### src/rtl/ccdsg_pkg.sv
package ccdsg_pkg;

  typedef enum logic {
    MODE_FULL = 1'b0,
    MODE_BIN2 = 1'b1
  } ccd_mode_e;

  typedef struct packed {
    logic rst;
    logic clamp;
    logic sample;
  } cds_strobe_t;

  // Strobe decode for one slot; fire gates the whole set.
  function automatic cds_strobe_t pick_strobes(input int unsigned slot,
                                               input int unsigned rs,
                                               input int unsigned cs,
                                               input int unsigned ss,
                                               input logic fire);
    cds_strobe_t st;
    st.rst    = fire && (slot == rs);
    st.clamp  = fire && (slot == cs);
    st.sample = fire && (slot == ss);
    return st;
  endfunction

  // Binned gate level: high through the first element of a pair,
  // high only in the first half of the second element.
  function automatic logic bin_gate_level(input logic second,
                                          input int unsigned slot,
                                          input int unsigned half);
    return !second || (slot < half);
  endfunction

endpackage

### src/rtl/ccdsg_slot_track.sv
module ccdsg_slot_track #(
  parameter int SLOTS = 8,
  localparam int SW = $clog2(SLOTS)
) (
  input  logic          clk,
  input  logic          rst_n,
  input  logic          ph2_in,
  input  logic          line_start,
  output logic [SW-1:0] slot,
  output logic          pair,
  output logic          adv
);

  localparam logic [SW-1:0] LAST_SLOT = SW'(SLOTS - 1);

  logic          ph2_q;
  logic [SW-1:0] slot_q;
  logic          pair_q;
  logic          arm_q;
  logic          rise;

  assign rise = ph2_in && !ph2_q;
  assign adv  = rise || (slot_q != LAST_SLOT);

  always_comb begin
    if (rise)      slot = '0;
    else if (adv)  slot = slot_q + SW'(1);
    else           slot = slot_q;
  end

  always_comb begin
    if (rise) pair = arm_q ? 1'b0 : !pair_q;
    else      pair = pair_q;
  end

  always_ff @(posedge clk or negedge rst_n) begin
    if (!rst_n) begin
      ph2_q  <= 1'b0;
      slot_q <= LAST_SLOT;
      pair_q <= 1'b0;
      arm_q  <= 1'b1;
    end else begin
      ph2_q  <= ph2_in;
      slot_q <= slot;
      pair_q <= pair;
      arm_q  <= line_start || (arm_q && !rise);
    end
  end

  // Input rule: a new element starts only after the last slot
  p_elem_complete_r3: assert property (@(posedge clk) disable iff (!rst_n)
    rise |-> (slot_q == LAST_SLOT));

  // First element after a line start is the first of a pair
  p_line_pair_reset_r8: assert property (@(posedge clk) disable iff (!rst_n)
    (rise && arm_q) |-> !pair);

endmodule

### src/rtl/ccdsg_mode_latch.sv
module ccdsg_mode_latch
  import ccdsg_pkg::*;
(
  input  logic      clk,
  input  logic      rst_n,
  input  logic      line_start,
  input  logic      bin_sel,
  output ccd_mode_e mode
);

  always_ff @(posedge clk or negedge rst_n) begin
    if (!rst_n)          mode <= MODE_FULL;
    else if (line_start) mode <= bin_sel ? MODE_BIN2 : MODE_FULL;
  end

endmodule

### src/rtl/ccdsg_wave.sv
module ccdsg_wave
  import ccdsg_pkg::*;
#(
  parameter int SLOTS       = 8,
  parameter int RST_SLOT    = 1,
  parameter int CLAMP_SLOT  = 3,
  parameter int SAMPLE_SLOT = 7,
  parameter bit BIN_EN      = 1'b1,
  localparam int SW   = $clog2(SLOTS),
  localparam int HALF = SLOTS / 2
) (
  input  logic          ph2_in,
  input  ccd_mode_e     mode,
  input  logic [SW-1:0] slot,
  input  logic          pair,
  input  logic          adv,
  output logic          sum_gate,
  output logic          reset_gate,
  output logic          cds_clamp,
  output logic          cds_sample
);

  cds_strobe_t st;
  logic        fire;
  logic        binned;

  generate
    if (BIN_EN) begin : g_bin
      assign binned = (mode == MODE_BIN2);
    end else begin : g_full_only
      assign binned = 1'b0;
    end
  endgenerate

  // In binning, only the second element of a pair is read out.
  assign fire = adv && (!binned || pair);

  always_comb begin
    st = pick_strobes(32'(slot), RST_SLOT, CLAMP_SLOT, SAMPLE_SLOT, fire);
  end

  always_comb begin
    if (binned) sum_gate = adv && bin_gate_level(pair, 32'(slot), HALF);
    else        sum_gate = ph2_in;
  end

  assign reset_gate = st.rst;
  assign cds_clamp  = st.clamp;
  assign cds_sample = st.sample;

endmodule

### src/rtl/ccd_sum_reset_gen.sv
module ccd_sum_reset_gen
  import ccdsg_pkg::*;
#(
  parameter int SLOTS       = 8,
  parameter int RST_SLOT    = 1,
  parameter int CLAMP_SLOT  = 3,
  parameter int SAMPLE_SLOT = 7,
  localparam int SW = $clog2(SLOTS)
) (
  input  logic clk,
  input  logic rst_n,
  input  logic ph2_in,
  input  logic line_start,
  input  logic bin_sel,
  output logic sum_gate,
  output logic reset_gate,
  output logic cds_clamp,
  output logic cds_sample
);

  logic [SW-1:0] slot;
  logic          pair;
  logic          adv;
  ccd_mode_e     mode;

  ccdsg_slot_track #(.SLOTS(SLOTS)) u_track (
    .clk        (clk),
    .rst_n      (rst_n),
    .ph2_in     (ph2_in),
    .line_start (line_start),
    .slot       (slot),
    .pair       (pair),
    .adv        (adv)
  );

  ccdsg_mode_latch u_mode (
    .clk        (clk),
    .rst_n      (rst_n),
    .line_start (line_start),
    .bin_sel    (bin_sel),
    .mode       (mode)
  );

  ccdsg_wave #(
    .SLOTS       (SLOTS),
    .RST_SLOT    (RST_SLOT),
    .CLAMP_SLOT  (CLAMP_SLOT),
    .SAMPLE_SLOT (SAMPLE_SLOT),
    .BIN_EN      (1'b1)
  ) u_wave (
    .ph2_in     (ph2_in),
    .mode       (mode),
    .slot       (slot),
    .pair       (pair),
    .adv        (adv),
    .sum_gate   (sum_gate),
    .reset_gate (reset_gate),
    .cds_clamp  (cds_clamp),
    .cds_sample (cds_sample)
  );

  p_full_copy_r2: assert property (@(posedge clk) disable iff (!rst_n)
    (mode == MODE_FULL) |-> (sum_gate == ph2_in));

  p_one_strobe_r4: assert property (@(posedge clk) disable iff (!rst_n)
    $onehot0({reset_gate, cds_clamp, cds_sample}));

  p_clamp_width_r4: assert property (@(posedge clk) disable iff (!rst_n)
    cds_clamp |=> !cds_clamp);

  p_reset_then_clamp_r4: assert property (@(posedge clk) disable iff (!rst_n)
    cds_clamp |-> $past(reset_gate, 2));

  p_sample_low_half_r4: assert property (@(posedge clk) disable iff (!rst_n)
    cds_sample |-> !ph2_in);

  p_bin_second_only_r6: assert property (@(posedge clk) disable iff (!rst_n)
    ((mode == MODE_BIN2) && (reset_gate || cds_sample)) |-> pair);

  p_mode_when_idle_r7: assert property (@(posedge clk) disable iff (!rst_n)
    !$stable(mode) |-> $past(!adv));

  p_idle_quiet_r9: assert property (@(posedge clk) disable iff (!rst_n)
    !adv |-> !(reset_gate || cds_clamp || cds_sample));

  p_idle_gate_low_r9: assert property (@(posedge clk) disable iff (!rst_n)
    (!adv && (mode == MODE_BIN2)) |-> !sum_gate);

endmodule

### config.mk
export PLATFORM = sky130hd
export DESIGN_NAME = ccd_sum_reset_gen
export DESIGN_NICKNAME = d
export VERILOG_FILES = /design/src/rtl/ccdsg_pkg.sv /design/src/rtl/ccdsg_slot_track.sv /design/src/rtl/ccdsg_mode_latch.sv /design/src/rtl/ccdsg_wave.sv /design/src/rtl/ccd_sum_reset_gen.sv
export SDC_FILE = /design/constraint.sdc
export NUM_CORES = 1
export LEC_CHECK = 0
export BUFFER_PORTS_ARGS = -buffer_cell sky130_fd_sc_hd__buf_2
export CAP_MARGIN = 30
export CORE_AREA = 2 2 39 41
export CTS_BUF_LIST = sky130_fd_sc_hd__clkbuf_4
export CTS_CLUSTER_DIAMETER = 80
export DETAILED_ROUTE_END_ITERATION = 8
export DIE_AREA = 0 0 41 43
export PLACE_DENSITY_LB_ADDON = 0.3
export SLEW_MARGIN = 20
export SYNTH_ARGS = -nofsm -noshare
export SYNTH_HDL_FRONTEND = slang
export SYNTH_SLANG_ARGS = --single-unit
### constraint.sdc
create_clock -name clk -period 1.6 [get_ports clk]
set_input_delay 0.08 -clock clk [delete_from_list [all_inputs] [get_ports clk]]
set_output_delay 0.08 -clock clk [all_outputs]
set_load 0.02 [all_outputs]
==> run_results.csv <==
group,metric,value,unit
synthesis,syn_nets,40,
detailed_routing,avgRoutedWirePerCell,10.47,um
placement,post-place-cells,59,
worst_setup_path,setup.worst_path.start,"u_track.slot_q[1]",
timing,fin_skew,4.697,ps
clock_tree,ctsLongestPathBuffers,2,
layout,drive_gt1_frac,0.6296,
layout,multi_input_area,222.7,sq um
clock_tree,clk_pin_slew_worst_paths,50,ps
detailed_routing,routed_via_density,4.314,
worst_setup_path,regToRegStartpoint,"u_track.slot_q[1]",
grt,grt_use_total,0.1116,
synthesis,synth_seq_cells,7,
synthesis,synth_commonest_cells,"dfstp_2, nor2_1, dfrtp_1",
job,maxCapViolCount,0,
clock_tree,clkLatencyLatePin,250,ps
grt,antenna_found_initial,0,
synthesis,ys.flop_type,"dfstp_2",
synthesis,ys_seq_area_frac,0.4675,
synthesis,netlist_top_cells_area,"dfstp_2, dfrtp_1, ha_1",
timing,fmax,579.6,MHz
grt,top_usage_layer,"met2",
die,die_y,43,um
clock_tree,cts_tree,"yes",
synthesis,netlist.area_leader.share,0.2727,
synthesis,synthCells,33,
grt,grt_pass1_vias,307,
timing,post-route-period-util,1.078,
worst_setup_path,cp_max_fo,3,
layout,fill_cells,127,
timing,slew_violations,0,
synthesis,synth_edf_count,0,
grt,grt_start_max_net_pins,8,
timing,relSlewSlack,0.8885,
layout,num_antenna_cells,0,
worst_setup_path,rrSetupSlack,-10,ps
min_path,hold_path_end,"u_track.arm_q",
grt,grtUsageMet1,0.1262,
grt,grt_util_met3,0.06283,
synthesis,yosys.cell_types.count,20,
detailed_routing,ant_nets,0,
synthesis,ys.warnings.count,0,
timing,fin_ws,-125.5,ps
layout,fin_cells,70,
die,fp.coreArea,0.001384,sq mm
detailed_routing,wl,733,um
die,ios,9,
worst_setup_path,worstPathRequired,1520,ps
timing,period_minus_slack,1725,ps
layout,nets,62,
die,start_util,0.2785,
die,fp-row-count,14,
worst_setup_path,worstPathArrival,1650,ps
clock_tree,h-tree-depth,1,
status,violations,"setup timing",
status,status,"complete, but fails checks",
worst_setup_path,criticalPathCategory,"flop to primary output",
power_and_ir_drop,p_total,1.129,mW
clock_tree,clkSinkCount,7,
grt,grt.overflow.total,0,
timing,finalSetupViolCount,5,
synthesis,syn_avg_cell_area,11.68,sq um
layout,synthToLayoutAreaGrowth,57.14,%
placement,place_congestion,0.6720,
timing,tightest_slew,163.7,ps
die,die_w,41,um
min_path,min_path_type,"input port to flop",
layout,seq_area,180.2,sq um
power_and_ir_drop,power_density,1864,mW/mm^2
grt,met2_usage,0.1594,
synthesis,synth.largest_area_cell,"dfstp_2",
worst_setup_path,start_kind,"flop",
min_path,min_from,"line_start",
power_and_ir_drop,p_leak,0.2689,nW
clock_tree,cts_inserted_buffers,3,
detailed_routing,vias,302,
die,die_area,0.001763,sq mm
clock_tree,cts-root-buf,"clkbuf_4",
min_path,whs_path_depth,2,
timing,rsz0062_at_grt,"yes",
synthesis,synth_area,385.4,sq um
placement,io_buffers,8,
worst_setup_path,reg2reg_depth,8,
timing,hold_viol,0,
detailed_routing,dr.pass1.iters,1,
detailed_routing,drt_iter0_drc,0,
worst_setup_path,worstSetupEndpointType,"primary output",
detailed_routing,drc,0,
power_and_ir_drop,peakVddDrop,824.6,uV
grt,grt_first_pass_wirelength,1248,um
synthesis,async_reset_ff_frac,1.000,
worst_setup_path,r2r-end,"u_track.slot_q[1]",
[stage by stage]
| stage | utilization | area (sq um) | hold WS, ps | setup slack (ps) | TNS, ps |
|---|---|---|---|---|---|
| after floorplan | - | 385.4 | -215.6 | 4.797 | 0 |
| after global placement | 0.3300 | 456.7 | -75.54 | -28.86 | -76.49 |
| after detailed placement | 0.3300 | 456.7 | -75.97 | -34.84 | -57.52 |
| after CTS | 0.4204 | 581.8 | 31.04 | -141.2 | -497.8 |
| after global routing | 0.4376 | 605.6 | 54.66 | -213.4 | -805.5 |
| final | 0.4376 | 605.6 | 37.68 | -125.5 | -416.7 |
[worst max-delay path: stages, from the launching register on]
cell     delay [ps]
dfstp_2         550
ha_4            140
ha_4            170
mux2i_4         250
nor2_2           50
nor2_1           80
buf_4           140
[cell usage in the layout (no fill, tap or decap), types with 2 or more instances in the layout]
cell,instances
buf_4,7
buf_6,5
clkbuf_4,4
buf_2,4
dfstp_2,4
nor2_1,3
dfrtp_1,3
nand2b_1,2
a21o_1,2
nor3_2,2
nand2_1,2
ha_4,2
dlygate4sd3_1,2
[layout make-up]
type                    count  area share
clock buffers               4     0.04959
well taps                  16     0.03306
flip-flops and latches      7      0.2975
repair buffers             18      0.2459
inverters                   1    0.006198
multi-input cells          24      0.3678
[routing by layer]
| metal | up-vias | part of all wire |
|---|---|---|
| li1 | 157 | - |
| met1 | 135 | 0.43 |
| met2 | 8 | 0.50 |
| met3 | 2 | 0.055 |
| met4 | 0 | 0.014 |
| met5 | - | 0 |
[power breakdown]
group / internal [mW] / total [mW] / switching (mW)
clock: 0.112 / 0.177 / 0.0645
sequential: 0.250 / 0.298 / 0.0482
combinational: 0.396 / 0.654 / 0.258
[what timing repair did]
action,4_1_cts,5_1_grt
pin swaps,6,1
gates resized for setup,12,4
endpoints found under the setup margin,4,4
hold buffers,2,0
hold endpoints to repair,8,0
buffers inserted,4,1
[worst max-delay path by stage]
stage / slack [ps] / endpoint
2_1_floorplan: 5 / cds_clamp
4_1_cts: -140 / cds_clamp
3_3_place_gp: -30 / cds_sample
6_report: -130 / cds_clamp
5_1_grt: -210 / cds_clamp
3_5_place_dp: -30 / cds_sample
[state kept, by name, summed over array words and instances (netlist names)]
signal and cells:
u_track.slot_q 3, u_mode.mode 1, u_track.arm_q 1, u_track.pair_q 1, u_track.ph2_q 1
[kinds of logic (layout without fill, tap and decap cells)]
family	after synthesis	count (layout)	synth area share
simple gates	15	15	0.2273
flops	7	7	0.4675
compound gates	3	3	0.06492
mux	3	3	0.1136
fa+ha+maj	2	2	0.06492
buf+inv	2	23	0.03895
xor+xnor	1	1	0.02273
Power figures use the tool's default switching activity.
